==> config.mk <==
export PLATFORM = sky130hd
export DESIGN_NAME = psfb_pwm_gen
export DESIGN_NICKNAME = d
export VERILOG_FILES = /design/src/rtl/psfb_pkg.sv /design/src/rtl/psfb_ctrl.sv /design/src/rtl/psfb_datapath.sv /design/src/rtl/psfb_pwm_gen.sv
export SDC_FILE = /design/constraint.sdc
export NUM_CORES = 1
export LEC_CHECK = 0
export BUFFER_PORTS_ARGS = -buffer_cell sky130_fd_sc_hd__buf_2
export CAP_MARGIN = 20
export CORE_ASPECT_RATIO = 1.75
export CORE_MARGIN = 1.5
export CORE_UTILIZATION = 50
export DETAILED_ROUTE_END_ITERATION = 8
export PLACE_DENSITY = 0.68
export SETUP_SLACK_MARGIN = 0.4
export SYNTH_ARGS = -nofsm -noshare
export SYNTH_HDL_FRONTEND = slang
export SYNTH_SLANG_ARGS = --single-unit
==> constraint.sdc <==
create_clock -name clk -period 18.2 [get_ports clk]
set_input_delay 2.73 -clock clk [delete_from_list [all_inputs] [get_ports clk]]
set_output_delay 2.73 -clock clk [all_outputs]
set_load 0.02 [all_outputs]
==> src/rtl/psfb_pkg.sv <==
package psfb_pkg;
  typedef struct packed {
    logic load;   // capture new settings, restart counters
    logic drive;  // gate outputs may follow the timing
  } strobe_t;

  localparam int NUM_GATES  = 5;
  localparam int G_LEAD_HI  = 0;
  localparam int G_LEAD_LO  = 1;
  localparam int G_LAG_HI   = 2;
  localparam int G_LAG_LO   = 3;
  localparam int G_CLAMP    = 4;
  localparam int MIN_PERIOD = 4;
endpackage

==> src/rtl/psfb_ctrl.sv <==
module psfb_ctrl
  import psfb_pkg::*;
(
  input  logic    clk,
  input  logic    rst_n,
  input  logic    enable,
  input  logic    fault,
  input  logic    wrapNow,
  output strobe_t stb
);
  logic active;
  logic runOk;

  assign runOk     = enable && !fault;
  assign stb.load  = wrapNow;
  assign stb.drive = runOk && active;

  // active only becomes set on a period boundary
  always_ff @(posedge clk or negedge rst_n) begin
    if (!rst_n) active <= 1'b0;
    else        active <= runOk && (active || wrapNow);
  end
endmodule

==> src/rtl/psfb_datapath.sv <==
module psfb_datapath
  import psfb_pkg::*;
#(
  parameter int CNT_W  = 16,
  parameter int DEAD_W = 8
) (
  input  logic                 clk,
  input  logic                 rst_n,
  input  strobe_t              stb,
  input  logic [CNT_W-1:0]     periodIn,
  input  logic [CNT_W-1:0]     phaseIn,
  input  logic [DEAD_W-1:0]    deadIn,
  input  logic [CNT_W-1:0]     clampDlyIn,
  output logic                 wrapNow,
  output logic [CNT_W-1:0]     shPeriodOut,
  output logic [CNT_W-1:0]     shPhaseOut,
  output logic [NUM_GATES-1:0] gateQ
);
  localparam int EXT_W = CNT_W + 1;
  localparam int NUM_LEGS = 2;
  localparam logic [CNT_W-1:0] P_MIN = CNT_W'(MIN_PERIOD);

  logic [CNT_W-1:0]  leadCnt, lagCnt;
  logic [CNT_W-1:0]  shPeriod, shHalf, shPhase, shDly;
  logic [DEAD_W-1:0] shDead;

  logic [CNT_W-1:0] evenPer, nxtPeriod, nxtHalf, nxtPhase;

  assign evenPer   = {periodIn[CNT_W-1:1], 1'b0};
  assign nxtPeriod = (evenPer < P_MIN) ? P_MIN : evenPer;
  assign nxtHalf   = nxtPeriod >> 1;
  assign nxtPhase  = (phaseIn > nxtHalf) ? nxtHalf : phaseIn;

  assign wrapNow     = (leadCnt == shPeriod - CNT_W'(1));
  assign shPeriodOut = shPeriod;
  assign shPhaseOut  = shPhase;

  // settings shadow and the two leg counters
  always_ff @(posedge clk or negedge rst_n) begin
    if (!rst_n) begin
      leadCnt  <= '0;
      lagCnt   <= '0;
      shPeriod <= P_MIN;
      shHalf   <= P_MIN >> 1;
      shPhase  <= '0;
      shDly    <= '0;
      shDead   <= '0;
    end else if (stb.load) begin
      leadCnt  <= '0;
      lagCnt   <= (nxtPhase == '0) ? '0 : nxtPeriod - nxtPhase;
      shPeriod <= nxtPeriod;
      shHalf   <= nxtHalf;
      shPhase  <= nxtPhase;
      shDly    <= clampDlyIn;
      shDead   <= deadIn;
    end else begin
      leadCnt <= leadCnt + CNT_W'(1);
      lagCnt  <= (lagCnt == shPeriod - CNT_W'(1)) ? '0 : lagCnt + CNT_W'(1);
    end
  end

  // per-leg complementary gates with dead time
  logic [CNT_W-1:0]    legCnt [NUM_LEGS];
  logic [NUM_LEGS-1:0] hiRaw, loRaw;

  assign legCnt[0] = leadCnt;
  assign legCnt[1] = lagCnt;

  for (genvar g = 0; g < NUM_LEGS; g++) begin : g_leg
    assign hiRaw[g] = (EXT_W'(legCnt[g]) >= EXT_W'(shDead)) && (legCnt[g] < shHalf);
    assign loRaw[g] = (EXT_W'(legCnt[g]) >= EXT_W'(shHalf) + EXT_W'(shDead));
  end

  // clamp gate repeats every half period
  logic [CNT_W-1:0] halfPos;
  logic             clampRaw;

  assign halfPos  = (leadCnt < shHalf) ? leadCnt : leadCnt - shHalf;
  assign clampRaw = (shPhase != '0) &&
                    ((halfPos < shPhase) ||
                     (EXT_W'(halfPos) + EXT_W'(shDly) >= EXT_W'(shHalf)));

  logic [NUM_GATES-1:0] gateRaw;
  always_comb begin
    gateRaw            = '0;
    gateRaw[G_LEAD_HI] = hiRaw[0];
    gateRaw[G_LEAD_LO] = loRaw[0];
    gateRaw[G_LAG_HI]  = hiRaw[1];
    gateRaw[G_LAG_LO]  = loRaw[1];
    gateRaw[G_CLAMP]   = clampRaw;
  end

  always_ff @(posedge clk or negedge rst_n) begin
    if (!rst_n) gateQ <= '0;
    else        gateQ <= stb.drive ? gateRaw : '0;
  end
endmodule

==> src/rtl/psfb_pwm_gen.sv <==
module psfb_pwm_gen
  import psfb_pkg::*;
#(
  parameter int CNT_W  = 16,
  parameter int DEAD_W = 8
) (
  input  logic              clk,
  input  logic              rst_n,
  input  logic              enable,
  input  logic              fault,
  input  logic [CNT_W-1:0]  periodIn,
  input  logic [CNT_W-1:0]  phaseIn,
  input  logic [DEAD_W-1:0] deadIn,
  input  logic [CNT_W-1:0]  clampDlyIn,
  output logic              gateLeadHi,
  output logic              gateLeadLo,
  output logic              gateLagHi,
  output logic              gateLagLo,
  output logic              gateClamp
);
  strobe_t              stb;
  logic                 wrapNow;
  logic [CNT_W-1:0]     shPeriod, shPhase;
  logic [NUM_GATES-1:0] gateQ;

  psfb_ctrl u_ctrl (
    .clk     (clk),
    .rst_n   (rst_n),
    .enable  (enable),
    .fault   (fault),
    .wrapNow (wrapNow),
    .stb     (stb)
  );

  psfb_datapath #(.CNT_W(CNT_W), .DEAD_W(DEAD_W)) u_dp (
    .clk         (clk),
    .rst_n       (rst_n),
    .stb         (stb),
    .periodIn    (periodIn),
    .phaseIn     (phaseIn),
    .deadIn      (deadIn),
    .clampDlyIn  (clampDlyIn),
    .wrapNow     (wrapNow),
    .shPeriodOut (shPeriod),
    .shPhaseOut  (shPhase),
    .gateQ       (gateQ)
  );

  assign gateLeadHi = gateQ[G_LEAD_HI];
  assign gateLeadLo = gateQ[G_LEAD_LO];
  assign gateLagHi  = gateQ[G_LAG_HI];
  assign gateLagLo  = gateQ[G_LAG_LO];
  assign gateClamp  = gateQ[G_CLAMP];
endmodule

After elaboration in Yosys (flattened, before gate mapping). Cells that the tools add are included. W data, S select, Z words.

Bits in writable memories: 0. Word-level logic and storage cells: 47. Input port bits: 60. Latch bits: 0. Register bits after elaboration: 109. Output and inout port bits: 5. Memories: 0. Bits in read-only memories: 0.

Divide/modulo/power cells: 0. Shift operators: 0. Reduce and logical (&&, ||, !) cells: 11. Equal/unequal tests: 2. Muxes and demuxes: 8. Multipliers: 0. Magnitude comparators: 10. Add/subtract/negate cells: 7. Bitwise operators: 0.

Operators by type and width (number): $mux W16 (7); $ge A16 B17 Y1 (2); $add A16 B1 Y16 const B (2); $eq A16 B16 Y1 (2); $ge A16 B8 Y1 (2); $lt A16 B15 Y1 (2); $add A16 B16 Y17 (1); $ge A17 B15 Y1 (1); $add A15 B8 Y16 (1); $gt A16 B15 Y1 (1); $logic_not A16 Y1 (1); $lt A16 B16 Y1 (1); $lt A16 B3 Y1 const B (1); $reduce_bool A16 Y1 (1); $sub A16 B1 Y16 const B (1); $sub A16 B15 Y16 (1); $sub A16 B16 Y16 (1); $logic_and A1 B1 Y1 (6); $mux W5 (1); $logic_or A1 B1 Y1 (2); $logic_not A1 Y1 (1).

Longest topological paths before layout.
Depth after elaboration: 7. Mapped depth: 28. Mapped depth without buffers: 27.

Cells and area by module. Synthesis repeated with hierarchy kept, for this count alone.

Cell total of the unflattened synthesis: 1096. Area, all modules: 9536.6 um2.

Modules (own cells, without submodules): psfb_datapath (cells each 1091, sequential area each 2303.5 um2, area each 9479.1 um2, times used 1); psfb_ctrl (cells each 5, sequential area each 25.0 um2, area each 57.6 um2, times used 1).

Worst setup path after synthesis. Ideal clock, no wire load.

Kind: input to register. Start point: input port periodIn[4]. End point: register u_dp.lagCnt[14]. Buffers on the path: 1. Slack: 10.825 ns. Library setup time: 0.123 ns. Stages on the path: 23. Data required time: 18.077 ns. Data arrival time: 7.252 ns. Path through: nor4_1 -> nand4_1 -> nand2b_1 -> inv_1 -> ha_1 -> nor2b_1 -> o211ai_1 -> a21o_1 -> nand3_1 -> o21ai_1 -> clkbuf_1 -> mux2i_1 -> fa_1 -> a21o_1 -> a21o_1 -> a21oi_1 -> o21ai_0 -> a221o_1 -> a211oi_1 -> o21bai_1 -> a21oi_1 -> xor2_1 -> o21ai_1.

Word-level cells in the longest chain between the ends: 7. Elaborated cells on any way between the ends: 8. Classes of those cells: add/sub (1); order compare (2); mux (4); reduce/logical (1).

RTL lines: start: declaration (RTL line psfb_pwm_gen.sv:11) `input logic [CNT_W-1:0] periodIn,`; $lt A16 B3 Y1 (*) (RTL line psfb_datapath.sv:30) `assign nxtPeriod = (evenPer < P_MIN) ? P_MIN : evenPer;`; $mux W16 (*) (RTL line psfb_datapath.sv:30); named net u_dp.nxtPeriod[2] (RTL line psfb_datapath.sv:27) `logic [CNT_W-1:0] evenPer, nxtPeriod, nxtHalf, nxtPhase;`; $gt A16 B15 Y1 (RTL line psfb_datapath.sv:32) `assign nxtPhase = (phaseIn > nxtHalf) ? nxtHalf : phaseIn;`; $mux W16 (RTL line psfb_datapath.sv:32); $sub A16 B16 Y16 or $logic_not A16 Y1 (tied branches) (RTL line psfb_datapath.sv:50) `lagCnt <= (nxtPhase == '0) ? '0 : nxtPeriod - nxtPhase;`; $mux W16 (*) (RTL line psfb_datapath.sv:50); $mux W16 (*) (RTL line psfb_datapath.sv:48) `end else if (stb.load) begin`; end signal: assignment (RTL line psfb_datapath.sv:50); end signal: assignment (RTL line psfb_datapath.sv:58) `lagCnt <= (lagCnt == shPeriod - CNT_W'(1)) ? '0 : lagCnt + CNT_W'(1);`; end: declaration (RTL line psfb_datapath.sv:23) `logic [CNT_W-1:0] leadCnt, lagCnt;`.

The timed path passes the listed nets; every way through them passes the cells marked *. A chain may end at the register's enable or synchronous reset.

Final worst setup path. Same ends and word-level chain as after synthesis.

==> impl_metrics.ini <==
[outcome]
status = finished clean

[finish]
fin_util_pct = 54.8
areaGrowthSynthToFinish_pct = 7.63
drive_gt1_share_pct = 8.05
final_nets = 1439
fillers = 1876
antenna_cells = 0

[pwr]
peakVddDrop_mv = 0.0504
power_density_mw_per_mm2 = 44.3
leakagePower_uw = 0.00550
total_power_uw = 464

[drt]
wl_per_cell_um = 18.3
vias_per_cell = 5.81
first_pass_iters = 4
drtIter0Drc = 296
wl_um = 26600
drc = 0
drtAntennaViolNets = 0
num_vias = 8471

[setup_path]
end_kind = register
crit_arrival_ns = 7.89
critical_path.startpoint_type = input pin
path_class = in2reg
crit_top_cell = a21o_1
cp_slowest_cell = fa_1
crit_required_ns = 18.44
slowest_delay_ns = 0.49
critical_path.cell_chain = buf_2, nor4_1, nand4_1, nand2b_1, inv_1, ha_1, nor2b_1, o211ai_1, a21o_1, nand3_1, o21ai_1, buf_4, mux2i_1, fa_1, a21o_1, a21o_1, a21oi_1, o21ai_0, a221o_1, a211oi_1, o21bai_1, a21oi_1, xor2_1, o21ai_1
path_max_fanout = 15

[global_routing]
grt_start_max_net_pins = 86
grt.overflow.total = 0
track_usage_pct = 27.7
grt_antenna_before_repair = 0
grt_first_pass_wirelength_um = 43400
grt_pass1_vias = 8926

[timing]
hold_viol_final = 0
max_slew_margin_pct = 33.0
tightest_slew_ns = 1.01
fin_crit_sh_pct = 42.0
hold_ws_ns = 0.482
fmax_mhz = 131
finalMaxSlewViolations = 0
finalCriticalPeriod_ns = 7.65
finalSetupViolCount = 0
rsz0062_at_grt = no
fin_skew_ns = 0.00995
setup_tns_ns = 0

[cts]
htree_levels = 3
post_cts_buffers = 0
cts_root_buf = clkbuf_16
path_clk_slew_ns = 0.07
cts.sinks = 93
clk_latency_ns = 0.36
cts_buffer_depth = 2
cts_tree = built
cts_resized = 0
hold_buffers = 0
cts_buffers = 9

[logic_synthesis]
ys_ff_latch = 93
ys_seq_area_share_pct = 23.9
syn_area_sq_mm = 0.00973
synth_cell_type_count = 63
synth_top_area_share_pct = 23.7
synthCells = 1181
synth_enable_flop_cells = 0
avgSynthCellArea_sq_um = 8.24
synth.cells.most_frequent = ha_1 (163), nand2_1 (158), dfrtp_1 (92)
yosys_warnings = 0
synth_nets = 1408
synth_most_common_cell = ha_1
async_reset_ff_share_pct = 100
yosys-top-cells-area = dfrtp_1 (24%), ha_1 (21%), xnor2_1 (6.7%)
synth_flop_cell = dfrtp_1
yosysTopAreaCell = dfrtp_1

[die]
core-area_sq_mm = 0.0191
initial_core_util_pct = 50.9
die_width_um = 108
dieArea_sq_mm = 0.0203
die_h_um = 187
fp-row-count = 67
io_pins = 65

[place]
io_buffer_count = 63
place_congestion = 0.944
hpwl_um = 21900

[run]
maxCapViolCount = 0

[min_path]
holdCritPathClass = reg2reg
==> placed cells by master (no fill, tap or decap), types with 4 or more instances in the layout <==
master     instances
o21ai_1           41
a21o_1            34
nand3_1           41
xnor2_1           74
nand2b_1          18
nand2_1          158
or4_1              6
buf_2             62
o21a_1            16
mux2i_1           17
o22ai_1            5
and3_1             9
inv_1             77
nand4_1           23
o21bai_1          13
a31oi_1            8
buf_4              5
xor2_1            45
nor4_1            15
o21ai_0           31
fa_1               4
a211oi_1           9
dfrtp_1           92
nor2b_1           14
ha_1             163
nor3_1            20
nor2_1            77
clkbuf_16          9
o2111ai_1          5
a21oi_1           66
==> area by class of cell <==
cell class	count	area (sq um)	share of cell area [%]
flip-flops and latches	93	2330	22.2
repair buffers	67	348	3.32
multi-input cells	963	6900	65.9
clock buffers	10	229	2.19
clock inverters	6	71.3	0.681
inverters	78	293	2.80
well taps	241	302	2.88
==> critical path: cells and delay by family <==
kind,cells,cell delay (ns)
fa+ha+maj,2,0.77
simple gates,5,1.20
compound gates,12,2.30
xor+xnor,1,0.17
buf+inv,3,0.51
mux,1,0.19
==> cell families after synthesis <==
family | Yosys count | share of synthesized area [%]
multiplexers | 20 | 2.10
AND/OR/NAND/NOR | 403 | 19.8
XOR/XNOR | 121 | 11.1
buffers and inverters | 125 | 5.24
flip-flops | 93 | 23.9
AO/OA/AOI/OAI | 252 | 16.1
adder cells (fa/ha/maj) | 167 | 21.8
==> metal layers <==
metal	share of wire, %	vias to the layer above	GRT usage, %
met5	0	-	0
met4	7.1	0	18.4
met3	2.7	87	2.40
met2	53	183	50.5
met1	37	3973	29.2
li1	-	4228	-
==> final timing paths <==
check | from | slack [ns] | cells after the start | to
min in group asynchronous | rst_n | 2.36 | 1 | u_dp.gateQ[4]$_DFF_PN0_
max | periodIn[4] | 10.55 | 24 | u_dp.lagCnt[14]$_DFF_PN0_
max reg2reg | u_dp.shPeriodOut[1]$_DFFE_PN0P_ | 11.57 | 27 | u_dp.gateQ[4]$_DFF_PN0_
max in group asynchronous | rst_n | 14.76 | 2 | u_dp.lagCnt[4]$_DFF_PN0_
min | u_dp.shDly[7]$_DFFE_PN0P_ | 0.48 | 2 | u_dp.shDly[7]$_DFFE_PN0P_
min reg2reg | u_dp.shDly[7]$_DFFE_PN0P_ | 0.48 | 2 | u_dp.shDly[7]$_DFFE_PN0P_
==> flip-flops by register name, summed over array words and instances (netlist names) <==
signal / flops
u_ctrl.active: 1
u_dp.gateQ: 5
u_dp.lagCnt: 16
u_dp.leadCnt: 16
u_dp.shDead: 8
u_dp.shDly: 16
u_dp.shPeriodOut: 15
u_dp.shPhaseOut: 16
==> stage by stage <==
| stage | setup WS, ns | cell area (sq um) | instances |
|---|---|---|---|
| final | 10.55 | 10500 | 1458 |
| after global routing | 10.32 | 10500 | 1458 |
| after CTS | 10.57 | 10500 | 1458 |
| after detailed placement | 10.21 | 10200 | 1442 |
| after global placement | 10.30 | 10200 | 1442 |
| after floorplan | 10.83 | 9730 | 1181 |
==> where the power goes <==
group	switching [uW]	leakage (uW)	internal, uW
Combinational	37.4	0.00436	25.9
Sequential	0	0.000995	207
Clock	86.7	0.000139	108
Total	124	0.00550	340
No activity file was read; power rests on OpenSTA's default activity.
